==> src/rtl/bas_pkg.sv <==
package bas_pkg;
  typedef enum logic {
    ORDER_LINEAR      = 1'b0,
    ORDER_INTERLEAVED = 1'b1
  } order_e;
endpackage

==> src/rtl/bas_start_ctl.sv <==
module bas_start_ctl (
  input  logic proc_strobe_n,
  input  logic ctrl_strobe_n,
  input  logic chip_sel_n,
  input  logic advance_n,
  input  logic burst_live,
  output logic load,
  output logic step
);
  logic proc_ok;
  logic ctrl_ok;

  always_comb begin
    proc_ok = ~proc_strobe_n & ~chip_sel_n;
    ctrl_ok = ~ctrl_strobe_n;
    load    = proc_ok | ctrl_ok;
    step    = ~load & ~advance_n & burst_live;
  end
endmodule

==> src/rtl/bas_hold_reg.sv <==
module bas_hold_reg #(
  parameter int W = 16
) (
  input  logic         clk,
  input  logic         rst_n,
  input  logic         load,
  input  logic [W-1:0] d,
  output logic [W-1:0] q
);
  always_ff @(posedge clk) begin
    if (!rst_n)    q <= '0;
    else if (load) q <= d;
  end
endmodule

==> src/rtl/bas_burst_counter.sv <==
module bas_burst_counter
  import bas_pkg::*;
#(
  parameter int CNT_W = 2
) (
  input  logic             clk,
  input  logic             rst_n,
  input  logic             load,
  input  logic             step,
  input  logic [CNT_W-1:0] start_in,
  input  logic             order_in,
  output logic [CNT_W-1:0] low_o
);
  logic [CNT_W-1:0] start_q;
  logic [CNT_W-1:0] cnt_q;
  order_e           order_q;

  always_ff @(posedge clk) begin
    if (!rst_n) begin
      start_q <= '0;
      cnt_q   <= '0;
      order_q <= ORDER_LINEAR;
    end else if (load) begin
      start_q <= start_in;
      cnt_q   <= '0;
      order_q <= order_e'(order_in);
    end else if (step) begin
      cnt_q   <= cnt_q + 1'b1;
    end
  end

  always_comb begin
    if (order_q == ORDER_INTERLEAVED) low_o = start_q ^ cnt_q;
    else                              low_o = start_q + cnt_q;
  end


  lin_step_chk: assert property (@(posedge clk) disable iff (!rst_n)
    (step && order_q == ORDER_LINEAR) |=> low_o == $past(low_o) + 1'b1);
endmodule

==> src/rtl/burst_addr_seq.sv <==
module burst_addr_seq #(
  parameter int ADDR_W = 18,
  parameter int CNT_W  = 2
) (
  input  logic              clk,
  input  logic              rst_n,
  input  logic [ADDR_W-1:0] addr_in,
  input  logic              proc_strobe_n,
  input  logic              ctrl_strobe_n,
  input  logic              advance_n,
  input  logic              burst_order,
  input  logic              chip_sel_n,
  output logic [ADDR_W-1:0] addr_out,
  output logic              addr_valid
);
  localparam int HI_W = ADDR_W - CNT_W;

  logic            load;
  logic            step;
  logic [HI_W-1:0] hi_q;
  logic [CNT_W-1:0] low;

  bas_start_ctl u_ctl (
    .proc_strobe_n (proc_strobe_n),
    .ctrl_strobe_n (ctrl_strobe_n),
    .chip_sel_n    (chip_sel_n),
    .advance_n     (advance_n),
    .burst_live    (addr_valid),
    .load          (load),
    .step          (step)
  );

  bas_hold_reg #(.W(HI_W)) u_hi (
    .clk   (clk),
    .rst_n (rst_n),
    .load  (load),
    .d     (addr_in[ADDR_W-1:CNT_W]),
    .q     (hi_q)
  );

  bas_burst_counter #(.CNT_W(CNT_W)) u_cnt (
    .clk      (clk),
    .rst_n    (rst_n),
    .load     (load),
    .step     (step),
    .start_in (addr_in[CNT_W-1:0]),
    .order_in (burst_order),
    .low_o    (low)
  );

  always_ff @(posedge clk) begin
    if (!rst_n)    addr_valid <= 1'b0;
    else if (load) addr_valid <= 1'b1;
  end

  assign addr_out = {hi_q, low};


  ctrl_load_chk: assert property (@(posedge clk) disable iff (!rst_n)
    !ctrl_strobe_n |=> (addr_out == $past(addr_in)) && addr_valid);

  proc_load_chk: assert property (@(posedge clk) disable iff (!rst_n)
    (!proc_strobe_n && !chip_sel_n) |=> (addr_out == $past(addr_in)) && addr_valid);

  proc_block_chk: assert property (@(posedge clk) disable iff (!rst_n)
    (chip_sel_n && ctrl_strobe_n && advance_n) |=> $stable(addr_out) && $stable(addr_valid));

  hi_fixed_chk: assert property (@(posedge clk) disable iff (!rst_n)
    (ctrl_strobe_n && (proc_strobe_n || chip_sel_n) && !advance_n)
      |=> $stable(addr_out[ADDR_W-1:CNT_W]));

  idle_adv_chk: assert property (@(posedge clk) disable iff (!rst_n)
    (!addr_valid && ctrl_strobe_n && (proc_strobe_n || chip_sel_n)) |=> !addr_valid && $stable(addr_out));
endmodule

==> config.mk <==
export PLATFORM = sky130hd
export DESIGN_NAME = burst_addr_seq
export DESIGN_NICKNAME = d
export VERILOG_FILES = /design/src/rtl/bas_pkg.sv /design/src/rtl/bas_start_ctl.sv /design/src/rtl/bas_hold_reg.sv /design/src/rtl/bas_burst_counter.sv /design/src/rtl/burst_addr_seq.sv
export SDC_FILE = /design/constraint.sdc
export NUM_CORES = 1
export LEC_CHECK = 0
export CORE_UTILIZATION = 31
export CTS_CLUSTER_DIAMETER = 30
export CTS_CLUSTER_SIZE = 16
export DETAILED_ROUTE_END_ITERATION = 12
export GPL_TIMING_DRIVEN = 0
export SYNTH_ARGS = -nofsm -noshare
export SYNTH_HDL_FRONTEND = slang
export SYNTH_SLANG_ARGS = --single-unit
export TNS_END_PERCENT = 20
==> constraint.sdc <==
create_clock -name clk -period 2.3 [get_ports clk]
set_clock_uncertainty 0.1 [all_clocks]
set_input_delay 0.46 -clock clk [delete_from_list [all_inputs] [get_ports clk]]
set_output_delay 0.46 -clock clk [all_outputs]
set_load 0.005 [all_outputs]
After elaboration in Yosys (flattened, before gate mapping) --
Cells that the tools add are included.
Operators by class: bitwise gates (word level) 11, $add $sub $neg 2, multiplexer cells 1, reductions and logical operators 1
Operators by type and width (count):
- inverter 1 bit | 6
- bitwise AND 1 bit | 3
- adder 2 x 1 -> 2 bit (second input constant) | 1
- adder 2 bit | 1
- 2-to-1 mux 2 bit | 1
- OR reduction 2 bit | 1
- bitwise XOR 2 bit | 1
- OR 1 bit | 1
Word-level totals: register bits after elaboration 22, output and inout bits 19, bits of input ports 25

Logic depth before layout (Yosys ltp) --
word-level depth 6, mapped depth 4, mapped depth without buffers 3

Hierarchy --
Synthesis repeated with hierarchy kept, for this count alone.
Unflattened totals: cell total of the unflattened synthesis 76, area total of the unflattened synthesis 890.9 µm²
By module, submodules not included:
- bas_hold_reg | sequential area each 320.3 µm², times used 1, cells an instance 51, area an instance 615.6 µm²
- bas_burst_counter | sequential area each 100.1 µm², times used 1, cells an instance 21, area an instance 226.5 µm²
- burst_addr_seq | sequential area each 20.0 µm², times used 1, cells an instance 2, area an instance 27.5 µm²
- bas_start_ctl | sequential area each 0.0 µm², times used 1, cells an instance 2, area an instance 21.3 µm²

Worst setup path before layout --
OpenSTA, ideal clock, no wires.
path type register to output, start point register u_cnt.cnt_q[0], end point output port addr_out[1], data required time 1.740 ns, stages on the path, launching flop included 4, buffers on the path 0, setup slack 0.969 ns, arrival time 0.771 ns, cell sequence dfxtp_1 > ha_1 > nor2b_1 > xnor2_1
Between the ends: longest elaborated chain between the ends 2
RTL lines:
- start, declared | RTL line bas_burst_counter.sv:15 | logic [CNT_W-1:0] cnt_q;
- start signal, assigned | RTL line bas_burst_counter.sv:28 | cnt_q <= cnt_q + 1'b1;
- adder 2 bit | RTL line bas_burst_counter.sv:34 | else low_o = start_q + cnt_q;
- 2-to-1 mux 2 bit | RTL line bas_burst_counter.sv:33 | if (order_q == ORDER_INTERLEAVED) low_o = start_q ^ cnt_q;
- end, declared | RTL line burst_addr_seq.sv:13 | output logic [ADDR_W-1:0] addr_out,
No other way between the ends.

Worst setup path after layout --
Same ends and word-level chain as after synthesis.

==> impl_results.md <==
- Status: finished, violations left
- Failing checks: design-rule violations
- First-pass GRT wire length: 3610 um
- Pre-Repair DR Iteration Count: 7
- Number of max-cap violations: 0
- Die height: 57.4 um
- Top cell type's share of synthesized area: 0.464
- IO Pins: 44
- Cell Rows: 19
- DRT iter0 DRCs: 16
- Finish-stage setup viols: 0
- Clk sink count: 22
- Final hold vios: 0
- Post-Synth Adder-Cell Area: 0.0132
- Area of the multi-input gates: 460 sq um
- YS warnings: 0
- Max Slew Vio Count: 0
- RSZ-0062 raised after global routing: false
- Root Buffer: clkbuf_4
- Top achievable clock speed: 0.465 GHz
- Vias: 802
- Area leader, netlist: dfxtp_1
- Final std cell area, no fill: 1470 sq um
- Kind of critical path: flip-flop to primary output
- # hold bufs at CTS: 0
- Reg2reg start: addr_valid$_SDFFE_PN0P_
- Fillers: 275
- #FFs+latches synth: 22
- H-tree levels: 1
- Worst hold stages: 2
- Largest family of logic cells by synthesized area: compound AO/OA/AOI/OAI gates
- Fin crit share: 0.935
- Largest fanout on the critical path: 3
- Place WS: 445 ps
- Inserted Diodes: 0
- Placement Cell Area: 1420 sq um
- Core Area: 2830 sq um
- Share of layout cells above drive strength 1: 0.205
- Synth-to-layout area growth: 55.1%
- Die X: 57.4 um
- Reg2reg end: u_cnt.cnt_q[0]$_SDFFE_PP0P_
- Worst Hold Launch: u_hi.q[15]$_SDFFE_PN0P_
- Peak VDD IR: 0.000277 V
- Synth cell types: 15
- Mapped Cells: 99
- Syn Nets: 125
- Worst min path class: flip-flop to flip-flop
- Final worst slack: 149 ps
- Lkg Pwr: 0.555 nW
- CTS tree: built
- Synthesized area: 950 sq um
- Final TNS setup: 0 ps
- GRT Total Usage: 0.139
- # nets final: 173
- Post-synthesis sequential area ratio: 0.464
- Crit path launch type: flip-flop
- Global route overflow: 0
- Required @ worst endpoint: 1740 ps
- Number of global-route vias before repair: 850
- I/O Buffers: 43
- Clk Latency, worst-skew pair: 300 ps
- Final min period: 2150 ps
- Worst setup EP type: primary output
- Max Root-Sink Buffers: 2
- Worst R2R Path Depth: 3
- Least-Margin Pin Slew: 352 ps
- Initial core utilization: 0.336
- Remaining DRCs: 7
- Initial antenna violation count: 0
- Routed WL: 2030 um
- CTS clk-pin slew, worst paths: 120 ps
- Slew HR: 0.765
- Portion of netlist area occupied by mux cells: 0
- Fraction of the mapped netlist area in simple logic gates: 0.183
- TritonCTS Buffers: 3
- GPL Wtd Cong: 0.662
- Register cell area after layout: 442 sq um
- Synth Area in Compound Gates: 0.252
- Synth Area in XOR/XNOR: 0.0369
- Die area: 3290 sq um
- Pwr/cell area: 596 nW/um^2
- Antenna viol nets, final: 0
- Mean routed wirelength per cell: 11.5 um
- Avg Cell Area, Syn: 9.59 sq um
- Worst reg2reg setup slack: 1350 ps
- Hold Path Sink: u_hi.q[15]$_SDFFE_PN0P_
- Dpl hpwl: 1530 um
- Synth area leaders: dfxtp_1 (46%), a21boi_2 (23%), nand2_1 (15%)
- Final Util: 0.521
- Largest net degree at the start of global routing: 14
- Drt via density: 4.53
- Worst EP arrival: 1590 ps
-- layout by cell type, fill, tap and decap left out --
cell type	instances
xor2_1	1
bufinv_16	1
nand3b_1	1
o21ai_2	1
buf_4	1
nor2b_1	2
dfxtp_1	21
o21a_2	1
o21a_1	1
nand2_1	39
xnor2_1	3
nor2_1	2
buf_6	3
clkdlybuf4s50_1	43
a21boi_2	19
ha_1	1
dfxtp_2	1
clkbuf_4	3
clkbuf_1	2
-- logic make-up after synthesis --
family                     after synthesis
buffers and inverters                    6
and+or+nand+nor                         44
xor gates and xnor gates                 4
DFF                                     22
AOI/OAI and AO/OA                       22
adders and majority gates                1
-- metrics by stage --
step	power [mW]	hold slack, ps	std cells
global route	0.921	395	177
global placement	0.589	345	173
CTS	0.888	369	177
detailed placement	0.592	351	173
floorplan	0.495	341	99
finish	0.878	365	177
-- worst max-delay path, stage by stage (launching register included) --
cell and delay [ps]:
dfxtp_2 350, ha_1 180, nor2b_1 130, xnor2_1 120, clkdlybuf4s50_1 510
-- state kept, by name, indices dropped and copies added (netlist names) --
| register | flops |
|---|---|
| u_cnt.order_q | 1 |
| addr_valid | 1 |
| u_cnt.cnt_q | 2 |
| u_cnt.start_q | 2 |
| u_hi.q | 16 |
-- report_power, final --
part	switching (mW)	total (mW)	internal (mW)
sequential	0.0117	0.416	0.404
clock	0.120	0.296	0.176
combinational	0.0581	0.166	0.108
total	0.190	0.878	0.688
-- worst max-delay path by stage --
| stage | from | endpoint | slack (ps) | cells past startpoint |
|---|---|---|---|---|
| 2_1_floorplan | u_cnt.cnt_q[0]$_SDFFE_PP0P_ | addr_out[1] | 970 | 3 |
| 3_3_place_gp | u_cnt.cnt_q[0]$_SDFFE_PP0P_ | addr_out[1] | 450 | 4 |
| 3_5_place_dp | u_cnt.cnt_q[0]$_SDFFE_PP0P_ | addr_out[1] | 440 | 4 |
| 4_1_cts | u_cnt.cnt_q[0]$_SDFFE_PP0P_ | addr_out[1] | 100 | 4 |
| 5_1_grt | u_cnt.start_q[0]$_SDFFE_PN0P_ | addr_out[1] | 20 | 4 |
| 6_report | u_cnt.cnt_q[0]$_SDFFE_PP0P_ | addr_out[1] | 150 | 4 |
-- area by class of cell --
| cell class | count | share of cell area |
|---|---|---|
| timing repair buffer | 43 | 0.292 |
| clock inverter | 1 | 0.0204 |
| tap | 31 | 0.0263 |
| clock buffer | 3 | 0.0153 |
| buffer | 6 | 0.0331 |
| multi-input combinational | 71 | 0.313 |
| sequential | 22 | 0.300 |
-- synthesized netlist by cell type --
cell type / instances
xnor2_1: 3
a21boi_2: 19
nor2_1: 2
buf_6: 3
o21a_2: 1
xor2_1: 1
nand2_1: 39
o21a_1: 1
nor2b_1: 2
clkbuf_1: 2
o21ai_2: 1
ha_1: 1
nand3b_1: 1
dfxtp_1: 22
buf_4: 1
-- repair_timing --
action / 4_1_cts / 5_1_grt
setup endpoints to repair: 0 / 1
setup buffers: 0 / 0
gates resized for setup: 0 / 1
-- routing by layer --
layer	share of wire	up-vias	GRT usage
li1	-	413	-
met1	0.42	359	0.161
met2	0.48	30	0.239
met3	0.097	0	0.0499
met4	0	0	0.0418
met5	0	-	0
Power figures use the tool's default switching activity.
